[src/rtl/owb_pkg.sv]
package owb_pkg;
  typedef enum logic [1:0] {
    SLOT_W0 = 2'b00,
    SLOT_W1 = 2'b01,
    SLOT_RD = 2'b10
  } slot_kind_e;
endpackage

[src/rtl/owb_rst_sync.sv]
module owb_rst_sync (
  input  logic clk,
  input  logic rst_n,
  output logic srst_n
);
  logic [1:0] sync_q;

  always_ff @(posedge clk or negedge rst_n) begin
    if (!rst_n) sync_q <= 2'b00;
    else        sync_q <= {sync_q[0], 1'b1};
  end

  assign srst_n = sync_q[1];
endmodule

[src/rtl/owb_tick_gen.sv]
module owb_tick_gen #(
  parameter int DIV = 50
) (
  input  logic clk,
  input  logic rst_n,
  input  logic run,
  output logic tick
);
  localparam int CW = (DIV > 1) ? $clog2(DIV) : 1;
  localparam logic [CW-1:0] LAST = CW'(DIV - 1);

  logic [CW-1:0] cnt_q, cnt_d;

  always_comb begin
    cnt_d = cnt_q;
    if (!run)              cnt_d = '0;
    else if (cnt_q == LAST) cnt_d = '0;
    else                   cnt_d = cnt_q + 1'b1;
  end

  always_ff @(posedge clk or negedge rst_n) begin
    if (!rst_n) cnt_q <= '0;
    else        cnt_q <= cnt_d;
  end

  assign tick = run && (cnt_q == LAST);
endmodule

[src/rtl/owb_slot_ctl.sv]
module owb_slot_ctl
  import owb_pkg::*;
#(
  parameter int T_REC_US  = 1,
  parameter int T_W1_US   = 2,
  parameter int T_W0_US   = 60,
  parameter int T_RD_US   = 1,
  parameter int T_SMP_US  = 13,
  parameter int T_SLOT_US = 61
) (
  input  logic clk,
  input  logic rst_n,
  input  logic tick,
  input  logic start,
  input  logic rd,
  input  logic wbit,
  input  logic line,
  output logic busy,
  output logic bus_low,
  output logic done,
  output logic done_rd,
  output logic rbit
);
  localparam int END_US = T_REC_US + T_SLOT_US;
  localparam int TW     = $clog2(END_US + 1);
  localparam logic [TW-1:0] L_REC   = TW'(T_REC_US);
  localparam logic [TW-1:0] L_W1    = TW'(T_W1_US);
  localparam logic [TW-1:0] L_W0    = TW'(T_W0_US);
  localparam logic [TW-1:0] L_RD    = TW'(T_RD_US);
  localparam logic [TW-1:0] L_SMP_M = TW'(T_REC_US + T_SMP_US - 1);
  localparam logic [TW-1:0] L_END_M = TW'(END_US - 1);

  logic            busy_q, busy_d;
  logic [TW-1:0]   t_q, t_d;
  slot_kind_e      kind_q, kind_d;
  logic            low_q, low_d;
  logic            done_q, done_d;
  logic            drd_q, drd_d;
  logic            rbit_q, rbit_d;
  logic [TW-1:0]   width;

  // Next-state logic
  always_comb begin
    busy_d = busy_q;
    t_d    = t_q;
    kind_d = kind_q;
    rbit_d = rbit_q;
    done_d = 1'b0;
    drd_d  = 1'b0;

    if (!busy_q) begin
      if (start) begin
        busy_d = 1'b1;
        t_d    = '0;
        kind_d = rd ? SLOT_RD : (wbit ? SLOT_W1 : SLOT_W0);
      end
    end else if (tick) begin
      t_d = t_q + 1'b1;
      if ((kind_q == SLOT_RD) && (t_q == L_SMP_M)) rbit_d = line;
      if (t_q == L_END_M) begin
        busy_d = 1'b0;
        t_d    = '0;
        done_d = 1'b1;
        drd_d  = (kind_q == SLOT_RD);
      end
    end

    case (kind_d)
      SLOT_RD: width = L_RD;
      SLOT_W1: width = L_W1;
      default: width = L_W0;
    endcase
    low_d = busy_d && (t_d >= L_REC) && (t_d < L_REC + width);
  end

  // State registers
  always_ff @(posedge clk or negedge rst_n) begin
    if (!rst_n) begin
      busy_q <= 1'b0;
      t_q    <= '0;
      kind_q <= SLOT_W0;
      low_q  <= 1'b0;
      done_q <= 1'b0;
      drd_q  <= 1'b0;
      rbit_q <= 1'b0;
    end else begin
      busy_q <= busy_d;
      t_q    <= t_d;
      kind_q <= kind_d;
      low_q  <= low_d;
      done_q <= done_d;
      drd_q  <= drd_d;
      rbit_q <= rbit_d;
    end
  end

  assign busy    = busy_q;
  assign bus_low = low_q;
  assign done    = done_q;
  assign done_rd = drd_q;
  assign rbit    = rbit_q;
endmodule

[src/rtl/owb_rx_pack.sv]
module owb_rx_pack #(
  parameter int BYTE_W = 8
) (
  input  logic              clk,
  input  logic              rst_n,
  input  logic              push,
  input  logic              bit_in,
  output logic [BYTE_W-1:0] byte_o,
  output logic              full_o
);
  localparam int IW = $clog2(BYTE_W);
  localparam logic [IW-1:0] LAST = IW'(BYTE_W - 1);

  logic [IW-1:0]     idx_q, idx_d;
  logic [BYTE_W-1:0] byte_q, byte_d;
  logic              full_q, full_d;

  for (genvar g = 0; g < BYTE_W; g++) begin : g_bit
    always_comb begin
      if (push && (idx_q == IW'(g)))      byte_d[g] = bit_in;
      else if (push && (idx_q == '0))     byte_d[g] = 1'b0;
      else                                byte_d[g] = byte_q[g];
    end
  end

  always_comb begin
    idx_d  = idx_q;
    full_d = 1'b0;
    if (push) begin
      idx_d  = (idx_q == LAST) ? '0 : idx_q + 1'b1;
      full_d = (idx_q == LAST);
    end
  end

  always_ff @(posedge clk or negedge rst_n) begin
    if (!rst_n) begin
      idx_q  <= '0;
      byte_q <= '0;
      full_q <= 1'b0;
    end else begin
      idx_q  <= idx_d;
      byte_q <= byte_d;
      full_q <= full_d;
    end
  end

  assign byte_o = byte_q;
  assign full_o = full_q;
endmodule

[src/rtl/owb_slot_engine.sv]
module owb_slot_engine #(
  parameter int CLK_PER_US = 50,
  parameter int T_REC_US   = 1,
  parameter int T_W1_US    = 2,
  parameter int T_W0_US    = 60,
  parameter int T_RD_US    = 1,
  parameter int T_SMP_US   = 13,
  parameter int T_SLOT_US  = 61
) (
  input  logic       clk,
  input  logic       rst_n,
  input  logic       start_i,
  input  logic       rd_i,
  input  logic       wbit_i,
  output logic       busy_o,
  output logic       done_o,
  output logic       rbit_o,
  output logic       bus_low_o,
  input  logic       line_i,
  output logic [7:0] rbyte_o,
  output logic       rbyte_vld_o
);
  logic srst_n;
  logic tick;
  logic busy;
  logic done_rd;
  logic rbit;

  owb_rst_sync u_rst (
    .clk    (clk),
    .rst_n  (rst_n),
    .srst_n (srst_n)
  );

  owb_tick_gen #(.DIV(CLK_PER_US)) u_tick (
    .clk   (clk),
    .rst_n (srst_n),
    .run   (busy),
    .tick  (tick)
  );

  owb_slot_ctl #(
    .T_REC_US  (T_REC_US),
    .T_W1_US   (T_W1_US),
    .T_W0_US   (T_W0_US),
    .T_RD_US   (T_RD_US),
    .T_SMP_US  (T_SMP_US),
    .T_SLOT_US (T_SLOT_US)
  ) u_ctl (
    .clk     (clk),
    .rst_n   (srst_n),
    .tick    (tick),
    .start   (start_i),
    .rd      (rd_i),
    .wbit    (wbit_i),
    .line    (line_i),
    .busy    (busy),
    .bus_low (bus_low_o),
    .done    (done_o),
    .done_rd (done_rd),
    .rbit    (rbit)
  );

  owb_rx_pack #(.BYTE_W(8)) u_pack (
    .clk    (clk),
    .rst_n  (srst_n),
    .push   (done_rd),
    .bit_in (rbit),
    .byte_o (rbyte_o),
    .full_o (rbyte_vld_o)
  );

  assign busy_o = busy;
  assign rbit_o = rbit;
endmodule

[config.mk]
export PLATFORM = sky130hd
export DESIGN_NAME = owb_slot_engine
export DESIGN_NICKNAME = d
export VERILOG_FILES = /design/src/rtl/owb_pkg.sv /design/src/rtl/owb_rst_sync.sv /design/src/rtl/owb_tick_gen.sv /design/src/rtl/owb_slot_ctl.sv /design/src/rtl/owb_rx_pack.sv /design/src/rtl/owb_slot_engine.sv
export SDC_FILE = /design/constraint.sdc
export NUM_CORES = 1
export LEC_CHECK = 0
export BUFFER_PORTS_ARGS = -buffer_cell sky130_fd_sc_hd__buf_2
export CORE_ASPECT_RATIO = 1.2
export CORE_MARGIN = 4
export CORE_UTILIZATION = 40
export CTS_CLUSTER_DIAMETER = 50
export DETAILED_ROUTE_END_ITERATION = 7
export PLACE_DENSITY = 0.65
export SLEW_MARGIN = 20
export SYNTH_ARGS = -nofsm -noshare
export SYNTH_HDL_FRONTEND = slang
export SYNTH_HIERARCHICAL = 1
export SYNTH_SLANG_ARGS = --single-unit
[constraint.sdc]
create_clock -name clk -period 2.9 [get_ports clk]
set_input_delay 0.29 -clock clk [delete_from_list [all_inputs] [get_ports clk]]
set_output_delay 0.29 -clock clk [all_outputs]
set_load 0.05 [all_outputs]
==> flow_summary.yaml, run 1 <==
power_and_ir_drop:
  internal_power_w: 0.00106
  power.switching_w: 0.000471
  p_seq_frac: 0.391
  combPwrFrac: 0.275
  p_sw_frac: 0.307
  clkPwrFrac: 0.334
  cellPowerDensity_nw_per_um2: 695
  p_leak_nw: 1.06
  ir_drop_uv: 308
yosys:
  ys_types: 46
  synth_area_um2: 1840
  synth-edff-count: 0
  netlist.area_leader.share: 0.448
  synthArstFlopShare: 1.00
  yosysTopAreaCell: "dfrtp_1"
  synth.area.top_cells: "dfrtp_1 (45%), ha_1 (11%), o21ai_0 (4.3%)"
  avgSynthCellArea_um2: 10.1
  ys_ff_latch: 33
  synthFlopType: "dfrtp_1"
  synth.net_count: 204
  ys_seq_area_frac: 0.448
  ys_warn_count: 6
  syn_inst: 182
finish:
  final_nets: 234
  drive_gt1_frac: 0.244
  fill_cells: 409
  diodes: 0
  area_growth_pct: 19.7
  mostFrequentLayoutCells: "dfrtp_1 (33), buf_2 (18), nand2_1 (17)"
  final_common_cell: "dfrtp_1"
sta:
  clock_skew_ps: 6.38
  finalHoldViolCount: 0
  finalSetupViolCount: 0
  max_freq_mhz: 362
  period_share: 0.952
  layout_setup_ws_ps: 138
  slew_viol_final: 0
  setup_tns_ps: 0
  finalCriticalPeriod_ps: 2760
cts:
  cts_tree: "built"
  clkTransAtPathRegs_ps: 70
  cts.path.max_buffers: 2
  cts-htree-levels: 2
  numCtsBuffers: 5
  cts_sinks: 33
  cts_root_buf: "clkbuf_8"
  worstSkewPairLatency_ps: 290
floorplan:
  rows: 26
  die_x_um: 70.0
  start_util: 0.423
  dieArea_um2: 5770
  core_um2: 4360
  io_pins: 19
  dieHeight_um: 82.4
global_route:
  grt_usage: 0.139
  antenna_found_initial: 0
  grt_max_degree: 32
  overflow: 0
  grt_pass1_wl_mm: 6.29
  grt_pass1_vias: 1360
detailed_routing:
  drc: 0
  vias_per_cell: 5.27
  first_iter_violations: 76
  wire_per_inst_um: 13.3
  wl_mm: 3.59
  drt_first_pass_iters: 4
  vias: 1418
  ant_nets: 0
critical_path:
  reg2reg_depth: 14
  crit_chain: "inv_1, ha_1, nand4bb_1, nor3_1, buf_4, nand4_4, or2_4, a32o_1, ha_4, a21oi_2, nor2b_1, o21ai_0, nand2_1, a2111oi_2"
  crit_path_max_incr_delay_ps: 400
  cp_slowest_cell: "dfrtp_1"
  cp.arrival_ps: 2940
  cp-end-kind: "flip-flop"
  critPathLaunchType: "flip-flop"
  worst-path-max-fanout: 8
  cp_num_buf_inv: 2
  crit_family: "compound AO/OA/AOI/OAI gates"
  cp.depth: 14
  crit_type: "flip-flop to flip-flop"
  required_ps: 3080
placement:
  dp_hpwl_mm: 2.63
  pre_cts_ws_ps: 62.1
  numPortBuffers: 18
  place.gp.congestion: 0.811
run_status:
  status: "complete, no violations"
worst_hold_path:
  hold_depth: 2
  hold_class: "input port to flip-flop"
flow_run:
  max-cap-violations: 0
==> cells by family after synthesis <==
family,after synthesis,share of synthesized area
simple gates,66,0.197
compound gates,39,0.140
flops,33,0.448
buf+inv,19,0.0597
fa+ha+maj,16,0.109
xor+xnor,5,0.0237
mux,3,0.0203
other cells,1,0.00203
==> through the flow <==
step | total power, W | hold slack [ps] | instances | instance area [um2] | util
floorplan | 0.000891 | -5.59 | 182 | 1840 | -
global placement | 0.000987 | 76.0 | 253 | 1980 | 0.454
detailed placement | 0.000986 | 77.7 | 253 | 1980 | 0.454
CTS | 0.00151 | 207 | 262 | 2120 | 0.487
global route | 0.00164 | 221 | 269 | 2210 | 0.507
finish | 0.00153 | 214 | 269 | 2210 | 0.507
==> power groups by stage <==
stage / combinational (W) / sequential [W] / clock (W)
after floorplan: 0.000279 / 0.000612 / 0
after global placement: 0.000380 / 0.000606 / 0
after detailed placement: 0.000379 / 0.000607 / 0
after CTS: 0.000379 / 0.000601 / 0.000527
after global routing: 0.000478 / 0.000612 / 0.000549
final: 0.000422 / 0.000600 / 0.000512
==> final cells by class <==
cell class | count | area, um2 | area share
inverter | 10 | 37.5 | 0.0170
sequential | 33 | 826 | 0.374
clock buffer | 5 | 68.8 | 0.0312
clock inverter | 3 | 65.1 | 0.0295
tap | 56 | 70.1 | 0.0317
multi-input combinational | 130 | 943 | 0.427
timing repair buffer | 32 | 198 | 0.0895
==> synthesized netlist by cell type (2+ instances only) <==
cell / n
nor3_1: 3
nor2b_1: 4
xnor2_1: 2
buf_6: 3
dfrtp_1: 33
nand4_1: 4
nor2_1: 12
nand2b_1: 4
a32o_1: 6
inv_1: 10
nand2_1: 17
buf_4: 4
and4b_1: 2
a31oi_1: 3
o21ai_0: 16
mux2_1: 2
xor2_1: 3
ha_1: 16
or3_1: 2
a21oi_1: 6
nand3_1: 5
==> registers in the layout, summed over array words and instances (netlist names) <==
register       flops
u_tick/cnt_q       6
u_rst/sync_q       2
u_ctl/bus_low      1
u_ctl/busy         1
u_ctl/done         1
u_pack/byte_o      8
u_pack/full_o      1
u_ctl/t_q          6
u_pack/idx_q       3
u_ctl/kind_q       2
u_ctl/rbit         1
u_ctl/done_rd      1
==> timing repair <==
| item | in CTS | in global routing |
|---|---|---|
| setup buffers | 0 | 7 |
| resized for setup | 0 | 7 |
| hold buffers | 1 | 0 |
| setup endpoints to repair | 0 | 1 |
| hold endpoints to repair | 2 | 0 |
==> per-layer routing <==
layer | vias to the layer above | track usage | part of all wire
li1 | 707 | - | -
met1 | 668 | 0.158 | 0.41
met2 | 35 | 0.243 | 0.51
met3 | 8 | 0.0387 | 0.052
met4 | 0 | 0.0651 | 0.023
met5 | - | 0 | 0
==> worst paths after layout <==
check / start / to / slack (ps)
worst max-delay path: u_tick/cnt_q[1] / u_ctl/bus_low / 140
worst min-delay path: line_i / u_ctl/rbit / 210
worst max register to register: u_tick/cnt_q[1] / u_ctl/bus_low / 140
worst min register to register: u_rst/sync_q[1] / u_ctl/t_q[4] / 260
max in group asynchronous: u_rst/sync_q[1] / u_pack/byte_o[5] / 2350
min in group asynchronous: u_rst/sync_q[1] / u_ctl/t_q[4] / 260
Power figures use the tool's default switching activity.
==> run 2: changes to the inputs <==
==> constraint.sdc (replaced) <==
create_clock -name clk -period 2.74 [get_ports clk]
set_input_delay 0.274 -clock clk [delete_from_list [all_inputs] [get_ports clk]]
set_output_delay 0.274 -clock clk [all_outputs]
set_load 0.05 [all_outputs]
==> flow_summary.yaml, run 2 (same netlist as run 1, synthesis figures left out) <==
global_route:
  overflow: 0
  grt_usage: 0.133
  antenna_found_initial: 0
  grt_max_degree: 19
  grt_pass1_wl_mm: 6.07
  grt_pass1_vias: 1372
cts:
  cts_root_buf: "clkbuf_8"
  cts.path.max_buffers: 2
  cts-htree-levels: 2
  worstSkewPairLatency_ps: 280
  numCtsBuffers: 5
  clkTransAtPathRegs_ps: 70
  cts_sinks: 33
  cts_tree: "built"
critical_path:
  cp_slowest_cell: "dfrtp_1"
  cp-end-kind: "flip-flop"
  critPathLaunchType: "flip-flop"
  cp.arrival_ps: 2860
  crit_type: "flip-flop to flip-flop"
  worst-path-max-fanout: 4
  crit_chain: "inv_1, ha_2, nand4bb_1, nor3_2, buf_4, nand4_4, or2_4, a32o_2, ha_4, a21oi_2, nor2b_1, o21ai_1, nand2_1, a2111oi_2"
  crit_path_max_incr_delay_ps: 390
  required_ps: 2910
placement:
  numPortBuffers: 18
  pre_cts_ws_ps: 27.4
  place.gp.congestion: 0.871
  dp_hpwl_mm: 2.70
sta:
  tightest_slew_ps: 571
  clock_skew_ps: 4.49
  finalSetupViolCount: 0
  slew_viol_final: 0
  finalCriticalPeriod_ps: 2690
  max-slew-margin-rel: 0.619
  layout_setup_ws_ps: 47.0
  finalHoldViolCount: 0
  hold-worst-slack_ps: 208
  max_freq_mhz: 371
  period_share: 0.983
  rsz0062_at_grt: "true"
power_and_ir_drop:
  p_leak_nw: 1.05
  ir_drop_uv: 311
  cellPowerDensity_nw_per_um2: 651
floorplan:
  die_x_um: 70.0
  core_um2: 4360
  dieArea_um2: 5770
  io_pins: 19
  dieHeight_um: 82.4
  rows: 26
  start_util: 0.423
detailed_routing:
  ant_nets: 0
  drt_first_pass_iters: 4
  wire_per_inst_um: 13.3
  first_iter_violations: 61
  drc: 0
  wl_mm: 3.61
  vias: 1391
  vias_per_cell: 5.13
finish:
  final_util: 0.504
  final_common_cell: "dfrtp_1"
  final_nets: 236
  diodes: 0
  largest_reg_flops: 8
  mostFrequentLayoutCells: "dfrtp_1 (32), buf_2 (18), nand2_1 (17)"
  drive_gt1_frac: 0.265
  area_growth_pct: 19.1
run_status:
  status: "complete, no violations"
worst_hold_path:
  hold_class: "input port to flip-flop"
flow_run:
  max-cap-violations: 0
==> run 2: cell count changes in the layout (fill, tap and decap cells not counted), sizes merged <==
cell,change
clkbuf,+1
clkinv,+1
bufinv,-2
buf,+2
==> run 2: layer usage <==
metal	vias up	track usage	wire length, um	share of wire
met5	-	0	0	0
met2	25	0.230	1730	0.48
met4	0	0.0556	72	0.020
li1	708	-	-	-
met1	651	0.157	1650	0.46
met3	7	0.0387	156	0.043
==> run 2: repair_timing <==
item                       4_1_cts  5_1_grt
hold endpoints to repair         2        0
setup endpoints to repair        0        1
resized for setup                0       12
setup buffers                    0        4
hold buffers                     1        0
==> run 2: final timing paths <==
check                                 from              end  slack, ps  cells after the start
hold / removal                      line_i       u_ctl/rbit        210                      2
hold reg to reg            u_rst/sync_q[1]       u_ctl/rbit        230                      0
max in group asynchronous  u_rst/sync_q[1]  u_tick/cnt_q[3]       1860                      1
min in group asynchronous  u_rst/sync_q[1]       u_ctl/rbit        230                      0
setup / recovery           u_tick/cnt_q[1]    u_ctl/bus_low         50                     14
setup reg to reg           u_tick/cnt_q[1]    u_ctl/bus_low         50                     14
==> run 2: cell type report <==
| class | count | area, um2 |
|---|---|---|
| fill | 420 | 2160 |
| multi-input combinational | 130 | 962 |
| sequential | 33 | 827 |
| timing repair buffer | 34 | 216 |
| clock buffer | 6 | 72.6 |
| tap | 56 | 70.1 |
| inverter | 10 | 37.5 |
| clock inverter | 2 | 10.0 |
==> run 2: critical path, delay by kind of cell (launching register included) <==
kind / cells / cell delay [ps]
flip-flops: 1 / 390
AO/OA/AOI/OAI: 4 / 790
adder cells (fa/ha/maj): 2 / 370
AND/OR/NAND/NOR: 6 / 820
buffers and inverters: 2 / 220
==> run 2: stage by stage <==
step,cell area [um2],total power (W),TNS (ps),std cells
5_1_grt,2200,0.00155,-146,271
2_1_floorplan,1850,0.000943,0,182
6_report,2200,0.00143,0,271
3_5_place_dp,2020,0.00106,0,258
3_3_place_gp,2020,0.00106,0,258
4_1_cts,2110,0.00141,0,267
==> run 2: report_power, final <==
part	internal (W)	switching, W	total (W)
Clock	0.000176	0.000165	0.000340
Sequential	0.000563	0.0000682	0.000632
Combinational	0.000207	0.000250	0.000458
Total	0.000946	0.000483	0.00143
==> run 3: changes to the inputs <==
--- a/config.mk
+++ b/config.mk
@@ -12,6 +12,7 @@
 export CTS_CLUSTER_DIAMETER = 50
 export DETAILED_ROUTE_END_ITERATION = 7
 export PLACE_DENSITY = 0.65
+export RECOVER_POWER = 25
 export SLEW_MARGIN = 20
 export SYNTH_ARGS = -nofsm -noshare
 export SYNTH_HDL_FRONTEND = slang
==> flow_summary.yaml, run 3 (same netlist as run 1, synthesis figures left out) <==
run_status:
  status: "complete, no violations"
critical_path:
  reg2reg_slack_ps: 50
  r2r_end: "u_ctl/bus_low"
  critPathLaunchType: "flip-flop"
  regToRegStartpoint: "u_tick/cnt_q[1]"
  cp.arrival_ps: 2860
  cp-end-kind: "flip-flop"
  crit_type: "flip-flop to flip-flop"
  reg2reg_depth: 14
  worst-path-max-fanout: 4
  required_ps: 2910
global_route:
  overflow: 0
  grt_pass1_vias: 1372
  grt_max_degree: 19
  grt_usage: 0.133
  antenna_found_initial: 0
  grt_pass1_wl_mm: 6.07
placement:
  place_area_um2: 2020
  numPortBuffers: 18
  place.gp.congestion: 0.871
  dp_hpwl_mm: 2.70
finish:
  largest_reg_flops: 8
  finalInstanceArea_um2: 2190
  mostFrequentLayoutCells: "dfrtp_1 (32), buf_2 (17), nand2_1 (17)"
  area_growth_pct: 18.8
  diodes: 0
  final_common_cell: "dfrtp_1"
  final_nets: 236
  fill_cells: 423
  drive_gt1_frac: 0.256
detailed_routing:
  ant_nets: 0
  vias_per_cell: 5.19
  first_iter_violations: 61
  drc: 0
  vias: 1407
  wl_mm: 3.61
  wire_per_inst_um: 13.3
  drt_first_pass_iters: 4
cts:
  cts.path.max_buffers: 2
  cts_sinks: 33
  clkTransAtPathRegs_ps: 70
  cts-htree-levels: 2
  cts_root_buf: "clkbuf_8"
  cts_tree: "built"
  numCtsBuffers: 5
  worstSkewPairLatency_ps: 280
sta:
  rsz0062_at_grt: "true"
  max_freq_mhz: 372
  max-slew-margin-rel: 0.373
  finalCriticalPeriod_ps: 2690
  setup_tns_ps: 0
  clock_skew_ps: 4.49
  finalSetupViolCount: 0
  tightest_slew_ps: 941
  period_share: 0.982
  finalHoldViolCount: 0
  slew_viol_final: 0
floorplan:
  die_x_um: 70.0
  io_pins: 19
  dieHeight_um: 82.4
  dieArea_um2: 5770
  start_util: 0.423
  core_um2: 4360
  rows: 26
flow_run:
  max-cap-violations: 0
power_and_ir_drop:
  cellPowerDensity_nw_per_um2: 652
  p_sw_frac: 0.338
  p_seq_frac: 0.442
  clkPwrFrac: 0.238
  power.switching_w: 0.000483
  p_leak_nw: 1.04
  ir_drop_uv: 311
  combPwrFrac: 0.320
  internal_power_w: 0.000946
worst_hold_path:
  holdPathEnd: "u_ctl/rbit"
  hold_depth: 2
  hp-start: "line_i"
  hold_class: "input port to flip-flop"
run 3: cell count changes in the layout (fill, tap and decap cells not counted):
cell,before,now
clkbuf_1,1,3
buf_2,18,17
buf_4,14,13
run 3: worst max-delay path: stages (launching register included):
cell and delay (ps):
dfrtp_1 390, inv_1 60, ha_2 150, nand4bb_1 140, nor3_2 170, buf_4 160
nand4_4 100, or2_4 270, a32o_2 270, ha_4 220, a21oi_2 130, nor2b_1 60
o21ai_1 120, nand2_1 80, a2111oi_2 270
run 3: layout make-up:
type                            count  area [um2]  share of cell area
Clock buffer                        6        72.6              0.0331
Clock inverter                      2        10.0             0.00457
Inverter                           10        37.5              0.0171
Multi-Input combinational cell    130         962               0.439
Sequential cell                    33         827               0.377
Tap cell                           56        70.1              0.0320
Timing Repair Buffer               34         211              0.0965
run 3: power by group through the flow:
stage	logic [W]	registers [W]	clock network, W
floorplan	0.000296	0.000648	0
global placement	0.000420	0.000639	0
detailed placement	0.000421	0.000638	0
CTS	0.000424	0.000630	0.000360
global route	0.000517	0.000643	0.000385
finish	0.000457	0.000631	0.000340
run 3: how the worst max path moves through the flow:
stage | startpoint | to
after floorplan | u_tick/cnt_q[1] | u_ctl/bus_low
after global placement | u_tick/cnt_q[1] | u_ctl/bus_low
after detailed placement | u_tick/cnt_q[1] | u_ctl/bus_low
after CTS | u_tick/cnt_q[1] | u_ctl/bus_low
after global routing | u_tick/cnt_q[1] | u_ctl/bus_low
final | u_tick/cnt_q[1] | u_ctl/bus_low
run 3: metrics by stage:
stage               utilization  worst slack [ps]  power [W]  instances  hold WS (ps)
floorplan                     -              14.4   0.000943        182         -21.6
global placement          0.462              93.3    0.00106        258          59.7
detailed placement        0.462              27.4    0.00106        258          61.3
CTS                       0.484              29.9    0.00141        267           198
global route              0.503              -146    0.00155        271           201
finish                    0.503              48.5    0.00143        271           208
run 3: metal layers:
metal	vias up	global-route usage	part of all wire
li1	708	-	-
met1	661	0.157	0.45
met2	31	0.230	0.48
met3	7	0.0387	0.047
met4	0	0.0556	0.020
met5	-	0	0
run 3: what timing repair did:
action                                  4_1_cts  5_1_grt
hold buffers                                  1        0
hold endpoints to repair                      2        0
endpoints found under the setup margin        0        1
resized for setup                             0       12
buffers inserted                              0        4
